<file path="src/rtl/sid_pkg.sv">
package sid_pkg;
  localparam int SID_W_DEF     = 36;
  localparam int MULT_W_DEF    = 28;
  localparam int MULT_DEF      = 200730139;
  localparam int SEG_SHIFT_DEF = 28;
  localparam int ESID_W_DEF    = 16;
  localparam int CTX_W_DEF     = 19;
  localparam int EA_W_DEF      = 64;
  localparam int SPLIT_DEF     = 2;
  // Register stages from input to output
  localparam int LAT_DEF       = 4;
endpackage

</file>
<file path="src/rtl/sid_proto_form.sv">
module sid_proto_form #(
  parameter int EA_W      = sid_pkg::EA_W_DEF,
  parameter int CTX_W     = sid_pkg::CTX_W_DEF,
  parameter int SID_W     = sid_pkg::SID_W_DEF,
  parameter int SEG_SHIFT = sid_pkg::SEG_SHIFT_DEF,
  parameter int ESID_W    = sid_pkg::ESID_W_DEF
) (
  input  logic             kernel,
  input  logic [CTX_W-1:0] ctx,
  input  logic [EA_W-1:0]  ea,
  output logic [SID_W-1:0] proto
);
  // Segment number: address with the in-segment offset removed
  logic [SID_W-1:0] seg_num;
  logic [SID_W-1:0] user_form;

  assign seg_num   = ea[SEG_SHIFT +: SID_W];
  assign user_form = (SID_W'(ctx) << ESID_W) | SID_W'(seg_num[ESID_W-1:0]);
  assign proto     = kernel ? seg_num : user_form;

  // Offset bits never reach the identifier
  logic ea_unused_low;
  assign ea_unused_low = ^ea[SEG_SHIFT-1:0];
endmodule

</file>
<file path="src/rtl/sid_mul_pipe.sv">
module sid_mul_pipe #(
  parameter int SID_W  = sid_pkg::SID_W_DEF,
  parameter int MULT_W = sid_pkg::MULT_W_DEF,
  parameter logic [MULT_W-1:0] MULT = MULT_W'(sid_pkg::MULT_DEF),
  parameter int SPLIT  = sid_pkg::SPLIT_DEF,
  localparam int CHUNK_W = (SID_W + SPLIT - 1) / SPLIT,
  localparam int PAD_W   = CHUNK_W * SPLIT,
  localparam int PART_W  = CHUNK_W + MULT_W
) (
  input  logic                         clk,
  input  logic                         rst,
  input  logic                         adv,
  input  logic                         in_vld,
  input  logic [SID_W-1:0]             in_proto,
  output logic                         out_vld,
  output logic [SPLIT-1:0][PART_W-1:0] out_parts
);
  logic             a_vld;
  logic [PAD_W-1:0] a_proto;
  logic             b_vld;

  always_ff @(posedge clk) begin
    if (rst) begin
      a_vld <= 1'b0;
      b_vld <= 1'b0;
    end else if (adv) begin
      a_vld <= in_vld;
      b_vld <= a_vld;
    end
  end

  always_ff @(posedge clk) begin
    if (adv) a_proto <= PAD_W'(in_proto);
  end

  // One narrow multiplier per chunk of the proto ID
  for (genvar g = 0; g < SPLIT; g++) begin : g_part
    logic [PART_W-1:0] part_q;
    always_ff @(posedge clk) begin
      if (adv) part_q <= PART_W'(a_proto[g*CHUNK_W +: CHUNK_W]) * PART_W'(MULT);
    end
    assign out_parts[g] = part_q;
  end

  assign out_vld = b_vld;
endmodule

</file>
<file path="src/rtl/sid_fold_reduce.sv">
module sid_fold_reduce #(
  parameter int SID_W  = sid_pkg::SID_W_DEF,
  parameter int MULT_W = sid_pkg::MULT_W_DEF,
  parameter int SPLIT  = sid_pkg::SPLIT_DEF,
  localparam int CHUNK_W = (SID_W + SPLIT - 1) / SPLIT,
  localparam int PART_W  = CHUNK_W + MULT_W,
  localparam int PROD_W  = SID_W + MULT_W
) (
  input  logic                         clk,
  input  logic                         rst,
  input  logic                         adv,
  input  logic                         in_vld,
  input  logic [SPLIT-1:0][PART_W-1:0] in_parts,
  output logic                         out_vld,
  output logic [SID_W-1:0]             out_sid
);
  localparam logic [SID_W:0] MOD      = {1'b0, {SID_W{1'b1}}};
  localparam logic [SID_W:0] FOLD_MAX = MOD + ((SID_W+1)'(1) << (PROD_W - SID_W)) - (SID_W+1)'(1);

  logic [PROD_W-1:0] prod;
  logic [SID_W:0]    fold_d;
  logic [SID_W:0]    fold_q;
  logic              f_vld;
  logic              wrap;
  logic [SID_W-1:0]  res;

  always_comb begin
    prod = '0;
    for (int i = 0; i < SPLIT; i++)
      prod = prod + (PROD_W'(in_parts[i]) << (i * CHUNK_W));
  end

  // Fold: weight 2^SID_W is 1 modulo 2^SID_W - 1
  assign fold_d = (SID_W+1)'(prod[PROD_W-1:SID_W]) + (SID_W+1)'(prod[SID_W-1:0]);

  // Carry of fold+1 out of SID_W bits, i.e. fold reached the modulus
  assign wrap = (fold_q >= MOD);
  assign res  = fold_q[SID_W-1:0] + SID_W'(wrap);

  always_ff @(posedge clk) begin
    if (rst) begin
      f_vld   <= 1'b0;
      out_vld <= 1'b0;
    end else if (adv) begin
      f_vld   <= in_vld;
      out_vld <= f_vld;
    end
  end

  always_ff @(posedge clk) begin
    if (adv) begin
      fold_q  <= fold_d;
      out_sid <= res;
    end
  end


  fold_range_chk: assert property (@(posedge clk) disable iff (rst)
    f_vld |-> (fold_q <= FOLD_MAX));


  no_reserved_chk: assert property (@(posedge clk) disable iff (rst)
    out_vld |-> (out_sid != MOD[SID_W-1:0]));
endmodule

</file>
<file path="src/rtl/sid_scrambler.sv">
module sid_scrambler #(
  parameter int EA_W      = sid_pkg::EA_W_DEF,
  parameter int CTX_W     = sid_pkg::CTX_W_DEF,
  parameter int SID_W     = sid_pkg::SID_W_DEF,
  parameter int SEG_SHIFT = sid_pkg::SEG_SHIFT_DEF,
  parameter int ESID_W    = sid_pkg::ESID_W_DEF,
  parameter int MULT_W    = sid_pkg::MULT_W_DEF,
  parameter logic [MULT_W-1:0] MULT = MULT_W'(sid_pkg::MULT_DEF),
  parameter int SPLIT     = sid_pkg::SPLIT_DEF,
  localparam int CHUNK_W  = (SID_W + SPLIT - 1) / SPLIT,
  localparam int PART_W   = CHUNK_W + MULT_W,
  localparam int LAT      = sid_pkg::LAT_DEF,
  localparam int OCC_W    = $clog2(LAT + 2)
) (
  input  logic             clk,
  input  logic             rst,
  input  logic             in_valid,
  output logic             in_ready,
  input  logic             in_kernel,
  input  logic [CTX_W-1:0] in_ctx,
  input  logic [EA_W-1:0]  in_ea,
  output logic             out_valid,
  input  logic             out_ready,
  output logic [SID_W-1:0] out_sid
);
  logic                         adv;
  logic [SID_W-1:0]             proto;
  logic                         mp_vld;
  logic [SPLIT-1:0][PART_W-1:0] mp_parts;

  // Whole pipe moves together unless the output is blocked
  assign adv      = !(out_valid && !out_ready);
  assign in_ready = adv;

  sid_proto_form #(
    .EA_W(EA_W), .CTX_W(CTX_W), .SID_W(SID_W),
    .SEG_SHIFT(SEG_SHIFT), .ESID_W(ESID_W)
  ) u_proto (
    .kernel(in_kernel), .ctx(in_ctx), .ea(in_ea), .proto(proto)
  );

  sid_mul_pipe #(
    .SID_W(SID_W), .MULT_W(MULT_W), .MULT(MULT), .SPLIT(SPLIT)
  ) u_mul (
    .clk(clk), .rst(rst), .adv(adv), .in_vld(in_valid), .in_proto(proto),
    .out_vld(mp_vld), .out_parts(mp_parts)
  );

  sid_fold_reduce #(
    .SID_W(SID_W), .MULT_W(MULT_W), .SPLIT(SPLIT)
  ) u_red (
    .clk(clk), .rst(rst), .adv(adv), .in_vld(mp_vld), .in_parts(mp_parts),
    .out_vld(out_valid), .out_sid(out_sid)
  );

  // In-flight count, used only by the checks below
  logic [OCC_W-1:0] occ;
  always_ff @(posedge clk) begin
    if (rst) occ <= '0;
    else occ <= occ + OCC_W'(in_valid && in_ready) - OCC_W'(out_valid && out_ready);
  end


  hold_under_stall_chk: assert property (@(posedge clk) disable iff (rst)
    (out_valid && !out_ready) |=> (out_valid && $stable(out_sid)));


  inflight_bound_chk: assert property (@(posedge clk) disable iff (rst)
    occ <= OCC_W'(LAT));


  empty_no_output_chk: assert property (@(posedge clk) disable iff (rst)
    (occ == '0) |-> !out_valid);
endmodule

</file>
<file path="config.mk">
export PLATFORM = sky130hd
export DESIGN_NAME = sid_scrambler
export DESIGN_NICKNAME = d
export VERILOG_FILES = /design/src/rtl/sid_pkg.sv /design/src/rtl/sid_proto_form.sv /design/src/rtl/sid_mul_pipe.sv /design/src/rtl/sid_fold_reduce.sv /design/src/rtl/sid_scrambler.sv
export SDC_FILE = /design/constraint.sdc
export NUM_CORES = 2
export LEC_CHECK = 0
export ABC_AREA = 1
export BUFFER_PORTS_ARGS = -buffer_cell sky130_fd_sc_hd__clkbuf_2
export CAP_MARGIN = 20
export CORE_ASPECT_RATIO = 0.9
export CORE_MARGIN = 8
export CORE_UTILIZATION = 66
export CTS_BUF_LIST = sky130_fd_sc_hd__clkbuf_8
export DETAILED_ROUTE_END_ITERATION = 12
export GPL_ROUTABILITY_DRIVEN = 0
export GPL_TIMING_DRIVEN = 1
export PLACE_DENSITY = 0.84
export SETUP_SLACK_MARGIN = 0.5
export SYNTH_ARGS = -nofsm -noshare
export SYNTH_HDL_FRONTEND = slang
export SYNTH_SLANG_ARGS = --single-unit
</file>
<file path="constraint.sdc">
create_clock -name clk -period 10.2 [get_ports clk]
set_input_delay 0.51 -clock clk [delete_from_list [all_inputs] [get_ports clk]]
set_output_delay 0.51 -clock clk [all_outputs]
set_load 0.01 [all_outputs]
</file>
==> impl_results.md <==
* Area Overhead vs Synth at 6.74%
* Mean Syn Cell Area at 9.04 µm²
* Max transition margin at 33.7%
* Syn. warnings at 0
* Type of the most critical hold path: in2reg
* CTS tree: built
* Fin crit share at 63.1%
* Final HPWL DP at 68.1 mm
* Vias in the first global route at 24800
* Most common cell after layout, fill and taps aside: inv_1
* Clk sinks at 205
* Routed Antenna Nets at 0
* H-tree levels at 2
* Core box area at 46200 µm²
* Post-Route Skew at 42.6 ps
* Via density per instance at 5.73
* Setup bufs post-CTS at 0
* Initial DRC Count at 2387
* Post-route core utilization at 70.7%
* Compound-Gate Fraction of Synth Area at 6.70%
* Tmin final at 6440 ps
* DIE AREA at 53500 µm²
* Largest cells by area after synthesis: fa_1 27%, edfxtp_1 20%, ha_1 16%, inv_1 10%, nand2_1 5.9%
* Worst Setup End Kind: flop
* Largest family of logic cells by synthesized area: adder cells
* CTS Buf Count at 40
* Post-CTS sizing at 0
* Sequential fraction of the synthesis area at 20.0%
* Latest clock arrival within the worst-skew pair at 630 ps
* Final Setup Violations at 0
* Max-capacitance violation count at 0
* Gate count after technology mapping at 3383
* DIE HEIGHT at 220 µm
* Worst endpoint required time at 10620 ps
* Syn Std Cell Area at 30600 µm²
* # nets final at 4421
* Port Buf Inserts at 97
* DRT Pass-1 Iters at 8
* Gr usage total at 30.0%
* First-pass GRT wire length at 127 mm
* Most frequent cells in the layout: 846 x inv_1, 481 x nand2_1, 414 x fa_1
* Setup tns final at 0 ps
* Post-Synth XOR/XNOR Area at 5.15%
* Antenna violations before repair at 0
* Critical path peak fanout at 6
* Mux contribution to synthesized area at 0.699%
* Post-cts hold buffer count at 0
* RSZ-0062 raised after global routing: no
* Post-synth top area share at 27.1%
* Number of synthesized register bits at 205
* Initial Util at 66.3%
* Register-to-register setup slack at 3760 ps
* CTS clk-pin slew, worst paths at 60 ps
* Routed wire length at 79.0 mm
* Layout cells sized above 1 at 7.74%
* Least-Margin Pin Slew at 994 ps
* Global route overflow at 0
* Yosys top cell by area: fa_1
* Synth unique cells at 49
* Worst Setup Start Kind: flop
* Syn nets at 4282
* Clock root buffer: clkbuf_8
* Final Slew Violations at 0
* Chip Width at 243 µm
* WS Path Type: reg2reg
* Wire length per cell at 18.9 µm
* CTS Buffer Depth at 3
* Fmax at 155 MHz
* Data arrival, critical path at 6860 ps
* Status: completed
* Final Hold Fails at 0
* Post-synthesis adder-cell area fraction at 43.3%
* Largest net degree at the start of global routing at 86
* Row cnt at 75
* Simple-gate share of the synthesized area at 13.7%
* Via count at 23900
* Hold Crit Depth at 1
* FILL cells at 3412
* R2R depth at 22
* # IOs at 126
* DRC Markers at 0
-- routing by layer --
| metal | up-vias | routed length [µm] | track usage (%) |
|---|---|---|---|
| met3 | 263 | 9280 | 8.52 |
| met2 | 1378 | 34400 | 47.1 |
| met5 | - | 0 | 0 |
| li1 | 10900 | - | - |
| met1 | 11300 | 31600 | 39.1 |
| met4 | 0 | 3650 | 12.7 |
-- registers in the layout, indices dropped and copies added (netlist names) --
name,cells
u_red.fold_q,37
u_mul.out_vld,1
u_mul.a_vld,1
u_mul.g_part.part_q,92
u_mul.a_proto,36
u_red.out_sid,36
u_red.f_vld,1
u_red.out_vld,1
-- worst paths after layout --
check | start | to
setup reg to reg | u_mul.a_proto[34] | u_mul.g_part[1].part_q[40]
setup / recovery | u_mul.a_proto[34] | u_mul.g_part[1].part_q[40]
hold / removal | in_ea[28] | u_mul.a_proto[0]
hold reg to reg | u_red.f_vld | u_red.out_vld
-- cell type report --
cell class                 instances  area, µm²  share of cell area, %
antenna                            1       2.50                0.00766
clock buffer                      41        564                   1.73
clock inverter                    30        223                  0.682
inverter                         848       3190                   9.77
multi-input combinational       2328      21300                   65.2
sequential                       205       6120                   18.7
tap                              616        771                   2.36
timing repair buffer              99        500                   1.53
-- Yosys cell counts, drive strengths merged --
master,instances
o21ai,100
o211ai,5
o31ai,2
nor4,18
a22oi,1
and2,2
a211oi,2
nand2,513
nor2,244
nor3,45
a21oi,164
o21bai,17
nand3b,6
or2,4
a31oi,24
clkbuf,2
xnor2,57
edfxtp,201
inv,848
nand3,106
a21o,29
o2111ai,1
o22ai,1
dfxtp,4
a21boi,3
o21a,8
and3,4
ha,397
nand4,20
mux2,19
fa,414
xor2,122
-- critical path, stage by stage (launching register included) --
cell	delay [ps]
edfxtp_1	610
inv_1	100
ha_1	380
xnor2_1	670
ha_1	250
inv_1	60
fa_1	590
inv_1	80
fa_1	520
fa_1	550
inv_1	60
fa_1	620
inv_1	60
ha_1	410
nand2_1	100
nor2_1	160
inv_1	80
nor2_1	140
inv_1	70
nor3_1	230
nand4_1	150
nand3_1	150
xor2_1	210
-- logic make-up (layout without fill, tap and decap cells) --
group | after synthesis | count (layout)
compound gates | 357 | 357
xor+xnor | 179 | 179
fa+ha+maj | 811 | 811
buf+inv | 850 | 1018
flops | 205 | 205
mux | 19 | 19
other cells | 0 | 1
simple gates | 962 | 962
-- stage by stage --
stage          setup slack [ps]  instance area, µm²  std cells  hold slack [ps]
6_report                   3760               32600       4168             70.3
5_1_grt                    3590               32600       4167             48.1
4_1_cts                    3920               32600       4167             31.3
3_5_place_dp               3990               31900       4096              445
3_3_place_gp               4130               31900       4096              442
2_1_floorplan              4800               30600       3383              430
Power is not shown: default switching activity piles up to over one toggle a cycle in this logic, so the estimate is an artifact.
